--- src/rtl/irqc_pkg.sv ---
package irqc_pkg;
  localparam int unsigned BANK_W    = 32;
  localparam int unsigned NUM_BANKS = 2;
  localparam int unsigned NUM_SRC   = BANK_W * NUM_BANKS;

  // Register selector within a bank window.
  typedef enum logic [2:0] {
    RSEL_EVENT,
    RSEL_MASK,
    RSEL_CLEAR,
    RSEL_LEVEL,
    RSEL_NONE
  } rsel_e;

  localparam logic [3:0] OFS_EVENT = 4'h0;
  localparam logic [3:0] OFS_MASK  = 4'h4;
  localparam logic [3:0] OFS_CLEAR = 4'h8;
  localparam logic [3:0] OFS_LEVEL = 4'hC;
endpackage

--- src/rtl/irqc_decode.sv ---
module irqc_decode
  import irqc_pkg::*;
#(
  parameter int unsigned ADDR_W = 12,
  parameter int unsigned BASE   = 'h10
) (
  input  logic [ADDR_W-1:0]    addr_i,
  output logic [NUM_BANKS-1:0] bank_sel_o,
  output rsel_e                rsel_o
);
  logic [ADDR_W-1:0] rel;

  always_comb begin
    rel = addr_i - ADDR_W'(BASE);
  end

  genvar b;
  generate
    for (b = 0; b < NUM_BANKS; b++) begin : g_sel
      assign bank_sel_o[b] = (rel[ADDR_W-1:4] == (ADDR_W-4)'(b));
    end
  endgenerate

  always_comb begin
    unique case (addr_i[3:0])
      OFS_EVENT: rsel_o = RSEL_EVENT;
      OFS_MASK:  rsel_o = RSEL_MASK;
      OFS_CLEAR: rsel_o = RSEL_CLEAR;
      OFS_LEVEL: rsel_o = RSEL_LEVEL;
      default:   rsel_o = RSEL_NONE;
    endcase
  end
endmodule

--- src/rtl/irqc_bank.sv ---
module irqc_bank
  import irqc_pkg::*;
#(
  parameter logic [BANK_W-1:0] LVL_MAP = '0
) (
  input  logic              clk,
  input  logic              rst_n,
  input  logic [BANK_W-1:0] req_i,
  input  logic              mask_we_i,
  input  logic              clr_we_i,
  input  logic [BANK_W-1:0] wdata_i,
  output logic [BANK_W-1:0] event_o,
  output logic [BANK_W-1:0] mask_o,
  output logic [BANK_W-1:0] level_o,
  output logic              pend_next_o
);
  logic [BANK_W-1:0] event_q, event_d;
  logic [BANK_W-1:0] mask_q,  mask_d;
  logic [BANK_W-1:0] level_q, level_d;
  logic [BANK_W-1:0] rise, clr_bits;

  // Next-state logic.
  always_comb begin
    rise     = req_i & ~level_q & ~LVL_MAP;
    clr_bits = clr_we_i ? (wdata_i & ~LVL_MAP) : '0;
    event_d  = (event_q & ~clr_bits) | rise;   // set beats clear
    mask_d   = mask_we_i ? wdata_i : mask_q;
    level_d  = req_i;
    pend_next_o = |((event_d | (level_d & LVL_MAP)) & mask_d);
  end

  // State registers.
  always_ff @(posedge clk or negedge rst_n) begin
    if (!rst_n) begin
      event_q <= '0;
      level_q <= '0;
    end else begin
      event_q <= event_d;
      level_q <= level_d;
    end
  end

  always_ff @(posedge clk or negedge rst_n) begin
    if (!rst_n) begin
      mask_q <= '0;
    end else if (mask_we_i) begin
      mask_q <= mask_d;
    end
  end

  assign event_o = event_q;
  assign mask_o  = mask_q;
  assign level_o = level_q;
endmodule

--- src/rtl/irqc_top.sv ---
module irqc_top
  import irqc_pkg::*;
#(
  parameter int unsigned       ADDR_W = 12,
  parameter logic [BANK_W-1:0] LVL_MAP_B0 = 32'h0000_0000,
  parameter logic [BANK_W-1:0] LVL_MAP_B1 = 32'h1FF0_0000
) (
  input  logic               clk,
  input  logic               rst_n,
  input  logic [NUM_SRC-1:0] req_i,
  input  logic               wr_en_i,
  input  logic [ADDR_W-1:0]  addr_i,
  input  logic [BANK_W-1:0]  wdata_i,
  output logic [BANK_W-1:0]  rdata_o,
  output logic               irq_o
);
  logic [NUM_BANKS-1:0] bank_sel;
  rsel_e                rsel;
  logic [BANK_W-1:0]    ev   [NUM_BANKS];
  logic [BANK_W-1:0]    mk   [NUM_BANKS];
  logic [BANK_W-1:0]    lv   [NUM_BANKS];
  logic [NUM_BANKS-1:0] pend_next;
  logic                 irq_d;
  logic                 irq_q;

  irqc_decode #(.ADDR_W(ADDR_W)) u_dec (
    .addr_i    (addr_i),
    .bank_sel_o(bank_sel),
    .rsel_o    (rsel)
  );

  genvar b;
  generate
    for (b = 0; b < NUM_BANKS; b++) begin : g_bank
      // Sources are assigned to banks in reverse order.
      localparam int unsigned SRC_LO = (NUM_BANKS - 1 - b) * BANK_W;
      localparam logic [BANK_W-1:0] MAP = (b == 0) ? LVL_MAP_B0 : LVL_MAP_B1;
      irqc_bank #(.LVL_MAP(MAP)) u_bank (
        .clk        (clk),
        .rst_n      (rst_n),
        .req_i      (req_i[SRC_LO +: BANK_W]),
        .mask_we_i  (wr_en_i && bank_sel[b] && (rsel == RSEL_MASK)),
        .clr_we_i   (wr_en_i && bank_sel[b] && (rsel == RSEL_CLEAR)),
        .wdata_i    (wdata_i),
        .event_o    (ev[b]),
        .mask_o     (mk[b]),
        .level_o    (lv[b]),
        .pend_next_o(pend_next[b])
      );
    end
  endgenerate

  // Read mux.
  always_comb begin
    rdata_o = '0;
    for (int i = 0; i < NUM_BANKS; i++) begin
      if (bank_sel[i]) begin
        unique case (rsel)
          RSEL_EVENT: rdata_o = ev[i];
          RSEL_MASK:  rdata_o = mk[i];
          RSEL_LEVEL: rdata_o = lv[i];
          default:    rdata_o = '0;
        endcase
      end
    end
  end

  always_comb begin
    irq_d = |pend_next;
  end

  always_ff @(posedge clk or negedge rst_n) begin
    if (!rst_n) begin
      irq_q <= 1'b0;
    end else begin
      irq_q <= irq_d;
    end
  end

  assign irq_o = irq_q;
endmodule

--- config.mk ---
export PLATFORM = sky130hd
export DESIGN_NAME = irqc_top
export DESIGN_NICKNAME = d
export VERILOG_FILES = /design/src/rtl/irqc_pkg.sv /design/src/rtl/irqc_decode.sv /design/src/rtl/irqc_bank.sv /design/src/rtl/irqc_top.sv
export SDC_FILE = /design/constraint.sdc
export NUM_CORES = 1
export LEC_CHECK = 0
export BUFFER_PORTS_ARGS = -buffer_cell sky130_fd_sc_hd__buf_2
export CORE_UTILIZATION = 40
export CTS_CLUSTER_SIZE = 30
export DETAILED_ROUTE_END_ITERATION = 10
export HOLD_SLACK_MARGIN = 0.1
export SYNTH_ARGS = -nofsm -noshare
export SYNTH_HDL_FRONTEND = slang
export SYNTH_SLANG_ARGS = --single-unit
--- constraint.sdc ---
create_clock -name clk -period 2.85 [get_ports clk]
set_clock_uncertainty 0.1 [all_clocks]
set_input_delay 0.4275 -clock clk [delete_from_list [all_inputs] [get_ports clk]]
set_output_delay 0.4275 -clock clk [all_outputs]
set_load 0.01 [all_outputs]
## Yosys cells after proc, flatten, opt, wreduce, memory -nomap -nowiden

Cells that the tools add are included.

| cells by class | value |
|---|---|
| bitwise logic cells | 13 |
| eq/ne operators | 7 |
| reductions and logical operators | 10 |
| $add $sub $neg | 1 |
| muxes and demuxes | 9 |

Operators with widths:

| operator | number |
|---|---|
| $and A32 B32 Y32 | 6 |
| $mux W32 | 6 |
| $pmux W32 S3 | 2 |
| $not A32 Y32 | 4 |
| $or A32 B32 Y32 | 2 |
| $reduce_or A64 Y1 | 1 |
| $or A32 B29 Y32 | 1 |
| $pmux W3 S4 | 1 |
| $sub A12 B5 Y12 const B | 1 |
| $eq A4 B4 Y1 const B | 2 |
| $eq A8 B1 Y1 const B | 1 |
| $logic_not A8 Y1 | 1 |
| $eq A3 B2 Y1 const B | 2 |
| $logic_and A1 B1 Y1 | 6 |
| $eq A4 B3 Y1 const B | 1 |
| $logic_not A4 Y1 | 1 |
| $eq A3 B1 Y1 const B | 1 |
| $logic_not A3 Y1 | 1 |

| storage, ports and cells | value |
|---|---|
| input bits | 111 |
| register bits | 193 |

## Depth between registers and ports, before layout

| logic depth | value |
|---|---|
| depth in word-level cells | 11 |
| gate-level depth with buffers | 9 |
| gate-level depth less buffers | 7 |

## By module

A second synthesis with hierarchy kept.

| second synthesis, totals | value |
|---|---|
| cells, all modules | 736 |
| area, all modules | 8685.8 um^2 |

By module, submodules not included:

| module | instances | area each (um^2) | cells each |
|---|---|---|---|
| irqc_bank (g_bank[0].u_bank) | 1 | 3609.7 | 262 |
| irqc_bank (g_bank[1].u_bank) | 1 | 3256.9 | 230 |
| irqc_top | 1 | 1761.7 | 234 |
| irqc_decode | 1 | 57.6 | 10 |

## Worst setup path before layout

Ideal clock, no wire load.

| timing path | value |
|---|---|
| path type | input to register |
| start | in addr_i[6] |
| end | reg irq_q (netlist: irq_o) |
| buffers on the path | 1 |
| stages on the path | 7 |
| slack | 0.016 ns |
| arrival | 2.595 ns |
| cell sequence | nor4_4 -> nand4_4 -> buf_4 -> mux2_4 -> a2111oi_2 -> nand4_1 -> or4_1 |

| between the ends | value |
|---|---|
| cells in the longest elaborated chain, start to end | 11 |
| elaborated cells between the ends (all ways) | 23 |
| those cells by class | add/sub: 1; eq/ne: 1; mux: 4; bitwise: 9; reduce/logical: 8 |

Ends and longest elaborated chain:

| what | RTL line | text |
|---|---|---|
| start, declared | irqc_top.sv:12 | `input logic [ADDR_W-1:0] addr_i,` |
| $sub A12 B5 Y12 (*) | irqc_decode.sv:14 | `rel = addr_i - ADDR_W'(BASE);` |
| $eq A8 B1 Y1 | irqc_decode.sv:20 | `assign bank_sel_o[b] = (rel[ADDR_W-1:4] == (ADDR_W-4)'(b));` |
| $logic_and A1 B1 Y1 | irqc_top.sv:42, irqc_top.sv:43 |  |
| $logic_and A1 B1 Y1 | irqc_top.sv:43 | `.clr_we_i (wr_en_i && bank_sel[b] && (rsel == RSEL_CLEAR)),` |
| $mux W32 | irqc_bank.sv:25 | `clr_bits = clr_we_i ? (wdata_i & ~LVL_MAP) : '0;` |
| $not A32 Y32 | irqc_bank.sv:26 | `event_d = (event_q & ~clr_bits) \| rise;` |
| $and A32 B32 Y32 | irqc_bank.sv:26 |  |
| $or A32 B32 Y32 | irqc_bank.sv:26 |  |
| $or A32 B29 Y32 | irqc_bank.sv:29 | `pend_next_o = \|((event_d \| (level_d & LVL_MAP)) & mask_d);` |
| $and A32 B32 Y32 | irqc_bank.sv:29 |  |
| $reduce_or A64 Y1 (*) | irqc_top.sv:69 | `irq_d = \|pend_next;` |
| via irq_d | irqc_top.sv:23 | `logic irq_d;` |
| end signal, assigned | irqc_top.sv:76 | `irq_q <= irq_d;` |
| end, declared | irqc_top.sv:24 | `logic irq_q;` |

Mark *: on every way through the listed nets, which the timed path passes. The rest lies on a longest branch.
A chain may end at the register's enable or synchronous reset.

## Worst setup path in the final report

Same ends and word-level chain as after synthesis.

==> impl_metrics.ini <==
[outcome]
status = complete, no violations

[logic_synthesis]
async_flop_share_pct = 100.0
synth_cells = 639
synth_fp_nets = 750
ys_seq_area_share_pct = 57.37
ys_types = 40
ys.flop_type = dfrtp_1
yosys_warnings = 0
synth_edf_count = 0
syn_area_per_cell_sq_um = 12.56
ys_ff_latch = 184
netlist_area_sq_um = 8026

[final_layout]
drive_above_1_share_pct = 33.78
nFillCells = 1704
final_nets = 986
synthToLayoutAreaGrowth_pct = 32.66
n_antenna_cell = 0
layout_common_cells = dfrtp_1, buf_2, inv_1
layout_commonest_cell = dfrtp_1

[worst_setup_path]
regToRegSetupSlack_ns = 0.53
r2r-start = g_bank[0].u_bank.event_o[5]$_DFF_PN0_
cp-start-kind = input pin
crit_type = in2reg
end_kind = register
critPathMaxFanout = 11
worst_ep_arrival_time_ns = 2.94
required_ns = 3.05
regToRegEndpoint = irq_o$_DFF_PN0_
rr_worst_depth = 6

[cts]
ctsHtreeMaxLevel = 4
cts_root_buf = clkbuf_16
path_clk_slew_ns = 0.07
cts_tree = built
clock_latency_ns = 0.43
clock_sinks = 184
clk_path_buf_depth = 2
cts_buffers = 17

[die]
io_pins = 144
fp-row-count = 51
start_util_pct = 40.97
die_y_um = 143.7
coreArea_sq_um = 19590
die_area_sq_um = 20640
die_w_um = 143.7

[sta]
timing.final.crit_share_pct = 96.15
hold_ws_ns = 0.1829
worstMarginPinSlew_ns = 0.6130
setup_violations = 0
period_needed_ns = 2.740
fmax_mhz = 364.9
hold_violations = 0
postLayoutSetupSlackWorst_ns = 0.1098
maxSlewHeadroom_pct = 58.70
rsz0062_at_grt = false
slew_violations = 0

[global_routing]
grt_use_total_pct = 24.88
grt_max_degree = 72
grt_pass1_wl_mm = 38.14
first_global_vias = 6831
antenna_found_initial = 0
grt_overflow = 0

[power_and_ir_drop]
p_leak_nw = 5.008
ir_drop_uv = 377.2
power_density_nw_per_um2 = 526.5

[drt]
ant_nets = 0
viasPerCell = 5.752
drt_wl_total_mm = 24.58
drc_errors = 0
vias = 6632
drtIter0Drc = 738
drtPass1Iterations = 8
post_drt_wl_per_cell_um = 21.32

[placed_design]
io_buffers = 143
pre_cts_ws_ns = -0.4367
gp_congestion = 0.8129
dp_hpwl_mm = 16.47

[min_path]
min_to = g_bank[0].u_bank.mask_o[2]$_DFFE_PN0N_
hp-start = wdata_i[2]
worstHoldPathType = in2reg
min_delay_path_depth = 2

[flow_run]
cap_violations = 0
==> kinds of logic (layout without fill, tap and decap cells) <==
logic type | Yosys count | in the layout | share of synthesized area [%]
flip-flops | 184 | 184 | 57.37
AND/OR/NAND/NOR | 84 | 84 | 6.890
multiplexers | 64 | 64 | 9.587
buffers and inverters | 104 | 353 | 5.347
AO/OA/AOI/OAI | 203 | 203 | 20.81
==> synthesized netlist by cell type, types with 4 or more instances <==
| cell | count | area (sq um) |
|---|---|---|
| nand2_1 | 30 | 112.6 |
| a21boi_0 | 8 | 60.06 |
| a22o_1 | 13 | 113.9 |
| o21ai_0 | 37 | 185.2 |
| a222oi_1 | 55 | 550.5 |
| buf_6 | 4 | 45.04 |
| buf_2 | 4 | 20.02 |
| inv_1 | 69 | 259.0 |
| a21oi_1 | 6 | 30.03 |
| o221ai_1 | 6 | 52.55 |
| clkbuf_1 | 26 | 97.59 |
| mux2_2 | 48 | 540.5 |
| dfrtp_1 | 184 | 4604 |
| mux2_4 | 13 | 195.2 |
| a221oi_1 | 4 | 35.03 |
| nand2b_1 | 9 | 56.30 |
| nor2b_1 | 26 | 162.7 |
| a221oi_2 | 9 | 135.1 |
| o22ai_1 | 32 | 200.2 |
| a221o_1 | 20 | 200.2 |
| a22oi_1 | 9 | 67.56 |
| nand4_1 | 4 | 25.02 |
==> repair_timing <==
action	4_1_cts	5_1_grt
resized for setup	1	5
setup endpoints to repair	8	2
hold buffers	65	0
hold endpoints to repair	117	0
setup buffers	0	0
==> where the power goes <==
| group | internal [mW] | switching [mW] | total [mW] | leakage, nW |
|---|---|---|---|---|
| Combinational | 0.185 | 0.218 | 0.403 | 2.58 |
| Clock | 1.48 | 1.03 | 2.51 | 0.294 |
| Sequential | 2.66 | 0.0293 | 2.69 | 2.13 |
==> area by class of cell <==
| type | instances | area [sq um] | area share [%] |
|---|---|---|---|
| flip-flops and latches | 184 | 4604 | 43.24 |
| multi-input cells | 351 | 3019 | 28.35 |
| repair buffers | 252 | 1809 | 16.99 |
| clock buffers | 18 | 429.2 | 4.031 |
| well taps | 265 | 331.6 | 3.114 |
| inverters | 69 | 259.0 | 2.432 |
| clock inverters | 14 | 195.2 | 1.833 |
==> state kept, by name (all words and copies together) (netlist names) <==
signal,cells
g_bank.u_bank.level_o,64
g_bank.u_bank.mask_o,64
g_bank.u_bank.event_o,55
irq_o,1
==> through the flow <==
step	TNS [ns]	power [mW]	instances	area, sq um	util, %
final	0	5.606	1153	10650	54.35
after global routing	0	5.796	1153	10650	54.35
after CTS	0	5.650	1153	10630	54.26
after detailed placement	-0.6606	3.074	1056	9351	47.74
after global placement	-0.7162	3.064	1056	9351	47.74
after floorplan	0	2.835	639	8026	-
==> how the worst max path moves through the flow <==
stage,startpoint,cells after the start,end
floorplan,addr_i[6],7,irq_o$_DFF_PN0_
detailed placement,addr_i[1],11,irq_o$_DFF_PN0_
global placement,addr_i[6],11,irq_o$_DFF_PN0_
CTS,addr_i[1],11,irq_o$_DFF_PN0_
finish,addr_i[6],10,irq_o$_DFF_PN0_
global route,addr_i[6],11,irq_o$_DFF_PN0_
==> worst max-delay path: stages <==
cell and delay (ns):
buf_2 0.11, nor4_4 0.26, buf_4 0.21, nand4_4 0.12
buf_4 0.23, mux2_2 0.30, a22o_1 0.23, a221oi_1 0.35
nand4_1 0.17, or4_1 0.53
==> metal layers <==
metal	global-route usage, %	share of wire, %	up-vias
met2	39.63	48	317
met1	33.97	43	3351
li1	-	-	2925
met3	5.132	7.7	39
met5	0	0	-
met4	7.895	1.9	0
Note: power is estimated with default switching activity, not from simulation.
